[config.mk]
export PLATFORM = sky130hd
export DESIGN_NAME = fsic_top
export DESIGN_NICKNAME = d
export VERILOG_FILES = /design/src/rtl/fsic_pkg.sv /design/src/rtl/fsic_fifo.sv /design/src/rtl/fsic_thr.sv /design/src/rtl/fsic_err.sv /design/src/rtl/fsic_top.sv
export SDC_FILE = /design/constraint.sdc
export NUM_CORES = 1
export LEC_CHECK = 0
export BUFFER_PORTS_ARGS = -buffer_cell sky130_fd_sc_hd__buf_2
export CORE_MARGIN = 8
export CORE_UTILIZATION = 55
export CTS_CLUSTER_SIZE = 8
export DETAILED_ROUTE_END_ITERATION = 8
export PLACE_DENSITY = 0.74
export SYNTH_ARGS = -nofsm -noshare
export SYNTH_HDL_FRONTEND = slang
export SYNTH_SLANG_ARGS = --single-unit
[constraint.sdc]
create_clock -name clk -period 8.3 [get_ports clk]
set_input_delay 0.415 -clock clk [delete_from_list [all_inputs] [get_ports clk]]
set_output_delay 0.415 -clock clk [all_outputs]
set_load 0.01 [all_outputs]
[src/rtl/fsic_pkg.sv]
package fsic_pkg;
  localparam int ST_BUSY    = 0;
  localparam int ST_TXFULL  = 1;
  localparam int ST_TXEMPTY = 2;
  localparam int ST_RXEMPTY = 3;
  localparam int ST_RXFULL  = 4;

  localparam int IRQ_TXLOW  = 0;
  localparam int IRQ_TXOVF  = 1;
  localparam int IRQ_RXUND  = 2;
  localparam int IRQ_RXOVF  = 3;
  localparam int IRQ_RXHIGH = 4;

  localparam int CLR_ALL    = 0;
  localparam int CLR_RXUND  = 1;
  localparam int CLR_RXOVF  = 2;
  localparam int CLR_TXOVF  = 3;

  // threshold acceptance: only values below the depth are kept
  function automatic logic thr_fits(input logic [31:0] v, input int unsigned depth);
    return v < depth;
  endfunction

  // level at or below threshold
  function automatic logic at_or_below(input logic [31:0] lvl, input logic [31:0] thr);
    return lvl <= thr;
  endfunction

  // translate clear-register bits into a 5-bit interrupt-position vector
  function automatic logic [4:0] clr_to_irq(input logic [3:0] c);
    logic [4:0] r;
    r = '0;
    if (c[CLR_ALL]) begin
      r[IRQ_TXOVF] = 1'b1;
      r[IRQ_RXUND] = 1'b1;
      r[IRQ_RXOVF] = 1'b1;
    end
    if (c[CLR_RXUND]) r[IRQ_RXUND] = 1'b1;
    if (c[CLR_RXOVF]) r[IRQ_RXOVF] = 1'b1;
    if (c[CLR_TXOVF]) r[IRQ_TXOVF] = 1'b1;
    return r;
  endfunction
endpackage

[src/rtl/fsic_fifo.sv]
module fsic_fifo #(
  parameter int DW    = 16,
  parameter int DEPTH = 8,
  localparam int AW   = (DEPTH > 1) ? $clog2(DEPTH) : 1,
  localparam int LW   = $clog2(DEPTH + 1)
) (
  input  logic          clk,
  input  logic          rst_n,
  input  logic          flush,
  input  logic          push,
  input  logic [DW-1:0] wdata,
  input  logic          pop,
  output logic [DW-1:0] rdata,
  output logic [LW-1:0] level,
  output logic          full,
  output logic          empty,
  output logic          push_drop,
  output logic          pop_miss
);
  logic [DW-1:0] mem [DEPTH];
  logic [AW-1:0] wr_ptr, rd_ptr;
  logic          push_ok, pop_ok;

  function automatic logic [AW-1:0] next_ptr(input logic [AW-1:0] p);
    return (32'(p) == DEPTH - 1) ? '0 : p + AW'(1);
  endfunction

  assign full      = (level == LW'(DEPTH));
  assign empty     = (level == '0);
  assign push_ok   = push & ~full & ~flush;
  assign pop_ok    = pop & ~empty & ~flush;
  assign push_drop = push & full & ~flush;
  assign pop_miss  = pop & empty & ~flush;
  assign rdata     = empty ? '0 : mem[rd_ptr];

  always_ff @(posedge clk) begin
    if (push_ok) mem[wr_ptr] <= wdata;
  end

  always_ff @(posedge clk or negedge rst_n) begin
    if (!rst_n) begin
      wr_ptr <= '0;
      rd_ptr <= '0;
      level  <= '0;
    end else if (flush) begin
      wr_ptr <= '0;
      rd_ptr <= '0;
      level  <= '0;
    end else begin
      if (push_ok) wr_ptr <= next_ptr(wr_ptr);
      if (pop_ok)  rd_ptr <= next_ptr(rd_ptr);
      level <= level + LW'(push_ok) - LW'(pop_ok);
    end
  end


  level_bound_chk: assert property (@(posedge clk) disable iff (!rst_n)
    32'(level) <= DEPTH);


  drop_hold_chk: assert property (@(posedge clk) disable iff (!rst_n)
    (push && full && !pop && !flush) |=> $stable(level));


  flush_empty_chk: assert property (@(posedge clk) disable iff (!rst_n)
    flush |=> (level == '0));
endmodule

[src/rtl/fsic_thr.sv]
module fsic_thr #(
  parameter int TW    = 8,
  parameter int DEPTH = 8
) (
  input  logic          clk,
  input  logic          rst_n,
  input  logic          we,
  input  logic [TW-1:0] wdata,
  output logic [TW-1:0] q
);
  import fsic_pkg::*;

  logic accept;
  assign accept = we & thr_fits(32'(wdata), DEPTH);

  always_ff @(posedge clk or negedge rst_n) begin
    if (!rst_n)      q <= '0;
    else if (accept) q <= wdata;
  end


  keep_thr_chk: assert property (@(posedge clk) disable iff (!rst_n)
    (we && !accept) |=> $stable(q));


  thr_range_chk: assert property (@(posedge clk) disable iff (!rst_n)
    32'(q) < DEPTH);
endmodule

[src/rtl/fsic_err.sv]
module fsic_err #(
  parameter int N = 3
) (
  input  logic         clk,
  input  logic         rst_n,
  input  logic         flush,
  input  logic [N-1:0] set,
  input  logic [N-1:0] clr,
  output logic [N-1:0] q
);
  always_ff @(posedge clk or negedge rst_n) begin
    if (!rst_n)     q <= '0;
    else if (flush) q <= '0;
    else            q <= (q & ~clr) | set;
  end


  set_wins_chk: assert property (@(posedge clk) disable iff (!rst_n)
    (!flush && (set != '0)) |=> ((q & $past(set)) == $past(set)));


  flush_clear_chk: assert property (@(posedge clk) disable iff (!rst_n)
    flush |=> (q == '0));
endmodule

[src/rtl/fsic_top.sv]
module fsic_top #(
  parameter int DW    = 16,
  parameter int DEPTH = 8,
  parameter int TW    = 8,
  localparam int LW   = $clog2(DEPTH + 1)
) (
  input  logic          clk,
  input  logic          rst_n,
  input  logic          en,
  input  logic          eng_active,
  input  logic          bus_push,
  input  logic [DW-1:0] bus_wdata,
  input  logic          eng_pop,
  output logic [DW-1:0] eng_rdata,
  input  logic          eng_push,
  input  logic [DW-1:0] eng_wdata,
  input  logic          bus_pop,
  output logic [DW-1:0] bus_rdata,
  input  logic          tx_thr_we,
  input  logic          rx_thr_we,
  input  logic [TW-1:0] thr_wdata,
  output logic [TW-1:0] tx_thr,
  output logic [TW-1:0] rx_thr,
  input  logic [4:0]    irq_mask,
  input  logic          clr_we,
  input  logic [3:0]    clr_bits,
  output logic [LW-1:0] tx_level,
  output logic [LW-1:0] rx_level,
  output logic [4:0]    status,
  output logic [4:0]    irq_raw,
  output logic [4:0]    irq_masked,
  output logic          irq
);
  import fsic_pkg::*;

  logic flush;
  logic tx_full, tx_empty, rx_full, rx_empty;
  logic tx_push_drop, tx_pop_miss, rx_push_drop, rx_pop_miss;
  logic [2:0] err_set, err_clr, err_q;
  logic [4:0] clr_vec;
  logic tx_low, rx_high;

  assign flush = ~en;

  fsic_fifo #(.DW(DW), .DEPTH(DEPTH)) u_txq (
    .clk(clk), .rst_n(rst_n), .flush(flush),
    .push(bus_push), .wdata(bus_wdata), .pop(eng_pop), .rdata(eng_rdata),
    .level(tx_level), .full(tx_full), .empty(tx_empty),
    .push_drop(tx_push_drop), .pop_miss(tx_pop_miss)
  );

  fsic_fifo #(.DW(DW), .DEPTH(DEPTH)) u_rxq (
    .clk(clk), .rst_n(rst_n), .flush(flush),
    .push(eng_push), .wdata(eng_wdata), .pop(bus_pop), .rdata(bus_rdata),
    .level(rx_level), .full(rx_full), .empty(rx_empty),
    .push_drop(rx_push_drop), .pop_miss(rx_pop_miss)
  );

  fsic_thr #(.TW(TW), .DEPTH(DEPTH)) u_txthr (
    .clk(clk), .rst_n(rst_n), .we(tx_thr_we), .wdata(thr_wdata), .q(tx_thr)
  );

  fsic_thr #(.TW(TW), .DEPTH(DEPTH)) u_rxthr (
    .clk(clk), .rst_n(rst_n), .we(rx_thr_we), .wdata(thr_wdata), .q(rx_thr)
  );

  // sticky error order: [0] tx overflow, [1] rx underflow, [2] rx overflow
  assign clr_vec = clr_we ? clr_to_irq(clr_bits) : 5'b0;
  assign err_set = {rx_push_drop, rx_pop_miss, tx_push_drop};
  assign err_clr = clr_vec[IRQ_RXOVF:IRQ_TXOVF];

  fsic_err #(.N(3)) u_err (
    .clk(clk), .rst_n(rst_n), .flush(flush),
    .set(err_set), .clr(err_clr), .q(err_q)
  );

  assign tx_low  = en & at_or_below(32'(tx_level), 32'(tx_thr));
  assign rx_high = ~at_or_below(32'(rx_level), 32'(rx_thr));

  always_comb begin
    status             = '0;
    status[ST_BUSY]    = en & (eng_active | ~tx_empty);
    status[ST_TXFULL]  = tx_full;
    status[ST_TXEMPTY] = tx_empty;
    status[ST_RXEMPTY] = rx_empty;
    status[ST_RXFULL]  = rx_full;
  end

  always_comb begin
    irq_raw             = '0;
    irq_raw[IRQ_TXLOW]  = tx_low;
    irq_raw[IRQ_TXOVF]  = err_q[0];
    irq_raw[IRQ_RXUND]  = err_q[1];
    irq_raw[IRQ_RXOVF]  = err_q[2];
    irq_raw[IRQ_RXHIGH] = rx_high;
  end

  assign irq_masked = irq_raw & irq_mask;
  assign irq        = |irq_masked;

  // an empty transmit pop is never recorded as an error
  tx_miss_quiet_chk: assert property (@(posedge clk) disable iff (!rst_n)
    (tx_pop_miss && !bus_pop && !eng_push && !bus_push && !clr_we && en
      && irq_raw[3:1] == 3'b000) |=> (irq_raw[3:1] == 3'b000));


  disable_quiet_chk: assert property (@(posedge clk) disable iff (!rst_n)
    !en |=> (tx_level == '0 && rx_level == '0 && irq_raw[3:1] == 3'b000));
endmodule

## After elaboration in Yosys (flattened, before gate mapping)

Memory sizes are Yosys's and may differ from the RTL's.
Cells that the tools add are included.

- Bits in writable memories: 256
- Register bits after elaboration: 39
- Memories: 2

- Bitwise logic cells: 28
- Reductions and logical operators: 3
- Magnitude comparators: 3
- Equality and inequality tests: 10
- Multiplexer cells: 26
- Add/sub/neg operators: 8

Memories:

| memory | words | bits a word | rd ports | clocked after Yosys merged registers in | wr ports | RTL line | source |
|---|---|---|---|---|---|---|---|
| u_rxq.mem | 8 | 16 | 1 | 0 | 1 | fsic_fifo.sv:20 | `logic [DW-1:0] mem [DEPTH];` |
| u_txq.mem | 8 | 16 | 1 | 0 | 1 | fsic_fifo.sv:20 |  |

Operator list:

| operator | number |
|---|---|
| $mux 3 | 14 |
| $mux 16 | 2 |
| $and 1x1->1 | 18 |
| $le 4x8->1 | 2 |
| $add 3x1->3 const B | 4 |
| $eq 3x3->1 const B | 4 |
| $mux 4 | 3 |
| $add 4x1->4 | 2 |
| $eq 4x4->1 const B | 2 |
| $logic_not 4->1 | 2 |
| $lt 8x4->1 const B | 1 |
| $ne 2x1->1 const B | 4 |
| $sub 4x1->4 | 2 |
| $mux 1 | 7 |
| $and 5x5->5 | 1 |
| $not 1->1 | 5 |
| $reduce_or 5->1 | 1 |
| $and 3x3->3 | 1 |
| $not 3->3 | 1 |
| $or 3x3->3 | 1 |
| $or 1x1->1 | 1 |

## Longest topological paths before layout

- Word-level depth: 7
- Mapped depth: 12

## Cells and area by module

Synthesis repeated with hierarchy kept, for this count alone.

- Cells, all modules: 642
- Area, all modules: 12320.6 µm²

Modules (own cells, without submodules):

| module | seq. area each (µm²) | cells an instance | area each (µm²) | instances |
|---|---|---|---|---|
| fsic_fifo (u_txq) | 4093.9 | 270 | 5609.1 | 1 |
| fsic_fifo (u_rxq) | 4093.9 | 269 | 5602.9 | 1 |
| fsic_thr | 200.2 | 18 | 295.3 | 2 |
| fsic_top | 0.0 | 55 | 397.9 | 1 |
| fsic_err | 75.1 | 12 | 120.1 | 1 |

## Worst setup path after synthesis

Ideal clock, no wire load.

- Path type: register to register
- Start: register u_rxq.level[2]
- End: memory u_rxq.mem[0][0], enable pin
- Required time: 7.891 ns
- Setup slack: 5.350 ns
- Clock period less this slack: 2.950 ns
- Buffers on the path: 0
- Cell stages (with the launch flop): 7
- Data arrival time: 2.541 ns
- Cell sequence: dfrtp_1 -> inv_1 -> ha_1 -> nor3b_1 -> nand2b_1 -> or3_1 -> nor3_1

- Longest elaborated chain between the ends: 6

RTL lines:

| item | RTL line | source |
|---|---|---|
| start: declaration | fsic_fifo.sv:14 | `output logic [LW-1:0] level,` |
| start signal: assignment | fsic_fifo.sv:52 | `level <= level + LW'(push_ok) - LW'(pop_ok);` |
| $eq 4x4->1 | fsic_fifo.sv:28 | `assign full = (level == LW'(DEPTH));` |
| net rx_full | fsic_top.sv:37 | `logic tx_full, tx_empty, rx_full, rx_empty;` |
| $not 1->1 | fsic_fifo.sv:30 | `assign push_ok = push & ~full & ~flush;` |
| $and 1x1->1 (2 in a row) | fsic_fifo.sv:30 |  |
| $mux 1 | fsic_fifo.sv:37 | `if (push_ok) mem[wr_ptr] <= wdata;` |
| $mux 1 (implied by the code) | fsic_fifo.sv:37 |  |
| end: declaration | fsic_fifo.sv:20 |  |

The timed path passes the listed nets, and every way through them passes these cells.

## Worst setup path in the final report

- Start: register u_txq.rd_ptr[0]
- End: output eng_rdata[14]

- Longest elaborated chain between the ends: 2

RTL lines:

| item | RTL line | source |
|---|---|---|
| start: declaration | fsic_fifo.sv:21 | `logic [AW-1:0] wr_ptr, rd_ptr;` |
| start signal: assignment | fsic_fifo.sv:51 | `if (pop_ok) rd_ptr <= next_ptr(rd_ptr);` |
| $mem_v2 8x16 | -- |  |
| $mux 16 | fsic_fifo.sv:34 | `assign rdata = empty ? '0 : mem[rd_ptr];` |
| end: declaration | fsic_top.sv:14 | `output logic [DW-1:0] eng_rdata,` |

No other way between the ends.

==> results.py <==
metrics = {
    "placement": {
        "gp_congestion": 0.792,
        "placed_cell_area_mm2": 0.0131,
        "portBuffers": 131,
        "dp_hpwl_um": 15100,
    },
    "cts": {
        "clk_path_buf_depth": 3,
        "cts_resized": 0,
        "cts_made_buffers": 42,
        "path_clk_slew_ns": 0.05,
        "root_buffer": "clkbuf_16",
        "clock_sinks": 295,
        "tritoncts": "built",
        "h-tree-depth": 2,
        "cts_setup_buffers": 0,
        "ctsHoldBuffers": 0,
        "clk_latency_ns": 0.53,
    },
    "finish": {
        "final_design_area_no_fill_mm2": 0.0143,
        "finalNetCount": 899,
        "area_growth_pct": 18.2,
        "fill_cells": 1418,
        "layout-drive-gt1-share_pct": 34.4,
    },
    "route": {
        "drc": 0,
        "vias_per_cell": 5.71,
        "firstDrtPassIters": 6,
        "avgRoutedWirePerCell_um": 22.2,
        "drt-initial-drc-count": 352,
        "dr_total_vias": 6347,
        "ant_nets": 0,
        "drt_wl_total_um": 24700,
    },
    "power_and_ir_drop": {
        "leakagePower_nw": 5.21,
        "ir_drop_v": 0.000210,
        "p_per_area_mw_per_mm2": 300,
        "total_power_mw": 4.28,
    },
    "run_status": {
        "status": "complete, no violations",
    },
    "timing": {
        "worstMarginPinSlew_ns": 1.09,
        "setup_tns_ns": 0,
        "fmax_ghz": 0.323,
        "setup_viol": 0,
        "clock_skew_ns": 0.0186,
        "rsz0062_at_grt": "no",
        "period_needed_ns": 3.09,
        "hold_viol": 0,
        "relSlewSlack_pct": 27.1,
        "post-route-period-util_pct": 37.2,
        "slew_viol_final": 0,
    },
    "worst_setup_path": {
        "crit_chain": "buf_4, mux4_2, mux2i_1, nor2_1, buf_2",
        "crit_fanout": 23,
        "critPathKind": "flop to primary output",
        "arrival_ns": 2.68,
        "crit_family": "multiplexers",
        "max_stage_delay_ns": 0.64,
        "cp-start-kind": "flop",
        "cp-end-kind": "primary output",
        "cp.buffers_inverters": 2,
        "cp.required_ns": 7.89,
        "critPathSlowestCell": "dfrtp_2",
    },
    "global_routing": {
        "antenna_found_initial": 2,
        "grt_max_degree": 40,
        "grt_usage_pct": 18.9,
        "gr-total-overflow": 0,
        "grt_pass1_vias": 6967,
        "grt_pass1_wl_um": 38800,
    },
    "synth": {
        "async_flop_share_pct": 13.2,
        "seq_area_frac_synth_pct": 71.8,
        "ys_seq_elements": 295,
        "ys_types": 41,
        "synthesis.nets": 738,
        "yosysMostFrequentCell": "edfxtp_1",
        "synth_top_cell_by_area": "edfxtp_1",
        "syn_inst": 648,
        "ys_top_cells_by_area": "edfxtp_1, mux4_2, dfrtp_1, ha_1, mux2i_1",
        "synth_edf_count": 256,
        "yosysWarnings": 0,
        "synthTopCellsByCount": "edfxtp_1, mux4_2, nor2_1, dfrtp_1, mux2i_1",
        "syn_area_mm2": 0.0121,
        "avgSynthCellArea_um2": 18.6,
        "synth_top_area_share_pct": 63.7,
        "synth_flop_cell": "edfxtp_1",
    },
    "floorplanning": {
        "coreArea_mm2": 0.0217,
        "die_h_um": 164,
        "ios": 132,
        "num_rows": 54,
        "start_util_pct": 55.6,
        "dieArea_mm2": 0.0269,
        "die_w_um": 164,
    },
    "worst_hold_path": {
        "hp-class": "primary input to async pin",
    },
    "job": {
        "maxCapViolCount": 0,
    },
}
where the power goes:
group / switching, mW / total, mW / internal, mW
clock network: 0.595 / 1.53 / 0.935
logic: 0.547 / 0.999 / 0.452
registers: 0.0588 / 1.75 / 1.69
cells in the final DEF, fill, tap and decap left out, types with 8 or more instances in the layout:
master,n
dfrtp_1,37
buf_4,16
and2_1,8
inv_1,20
ha_1,28
a21oi_1,18
mux2i_1,34
clkbuf_16,42
mux4_2,64
and2_2,8
nand2_1,19
clkbuf_1,21
nor2_1,57
buf_2,131
edfxtp_1,256
kinds of logic after synthesis:
logic type / share of synthesized area [%]
AO/OA/AOI/OAI: 1.51
AND/OR/NAND/NOR: 5.63
adder cells (fa/ha/maj): 3.23
buffers and inverters: 2.04
flip-flops: 71.8
multiplexers: 15.5
XOR/XNOR: 0.290
registers in the layout (all words and copies together), names as in the netlist:
name and flops:
u_txq.level 4, u_rxq.mem 128, u_txq.mem 128, u_rxq.rd_ptr 3, u_rxthr.q 8, u_err.q 3, u_txthr.q 8, u_rxq.level 4
u_txq.wr_ptr 3, u_rxq.wr_ptr 3, u_txq.rd_ptr 3
per-layer routing:
layer	vias up	GRT usage, %	wire (µm)
li1	2850	-	-
met4	2	6.49	522
met2	189	34.7	13400
met1	3254	21.7	9420
met3	52	3.78	1300
met5	-	0	13
final timing paths:
kind | startpoint | cells after the start | endpoint | slack [ns]
setup / recovery | u_txq.rd_ptr[0] | 5 | eng_rdata[14] | 5.21
hold / removal | rst_n | 1 | u_rxthr.q[5] | 0.02
setup reg to reg | u_rxq.level[2] | 12 | u_rxq.level[2] | 5.54
hold reg to reg | u_rxthr.q[6] | 1 | u_rxthr.q[6] | 0.52
max in group asynchronous | rst_n | 1 | u_rxq.rd_ptr[0] | 7.67
min in group clk | tx_thr_we | 2 | u_txthr.q[3] | 0.10
through the flow:
step / cells / hold WS, ns / util [%] / worst slack [ns]
after floorplan: 648 / 0.119 / - / 5.35
after global placement: 1045 / 0.504 / 60.3 / 5.69
after detailed placement: 1045 / 0.507 / 60.3 / 5.59
after CTS: 1111 / 0.0324 / 65.7 / 5.14
after global routing: 1112 / 0.0810 / 65.8 / 4.99
final: 1112 / 0.0156 / 65.8 / 5.21
layout make-up:
| type | count | area [µm²] | area share (%) |
|---|---|---|---|
| antenna | 1 | 2.50 | 0.0175 |
| clock buffer | 63 | 1130 | 7.92 |
| clock inverter | 3 | 56.3 | 0.395 |
| inverter | 21 | 78.8 | 0.553 |
| multi-input combinational | 302 | 3200 | 22.5 |
| sequential | 295 | 8670 | 60.8 |
| tap | 280 | 350 | 2.46 |
| timing repair buffer | 147 | 776 | 5.44 |
Note: power is estimated with default switching activity, not from simulation.
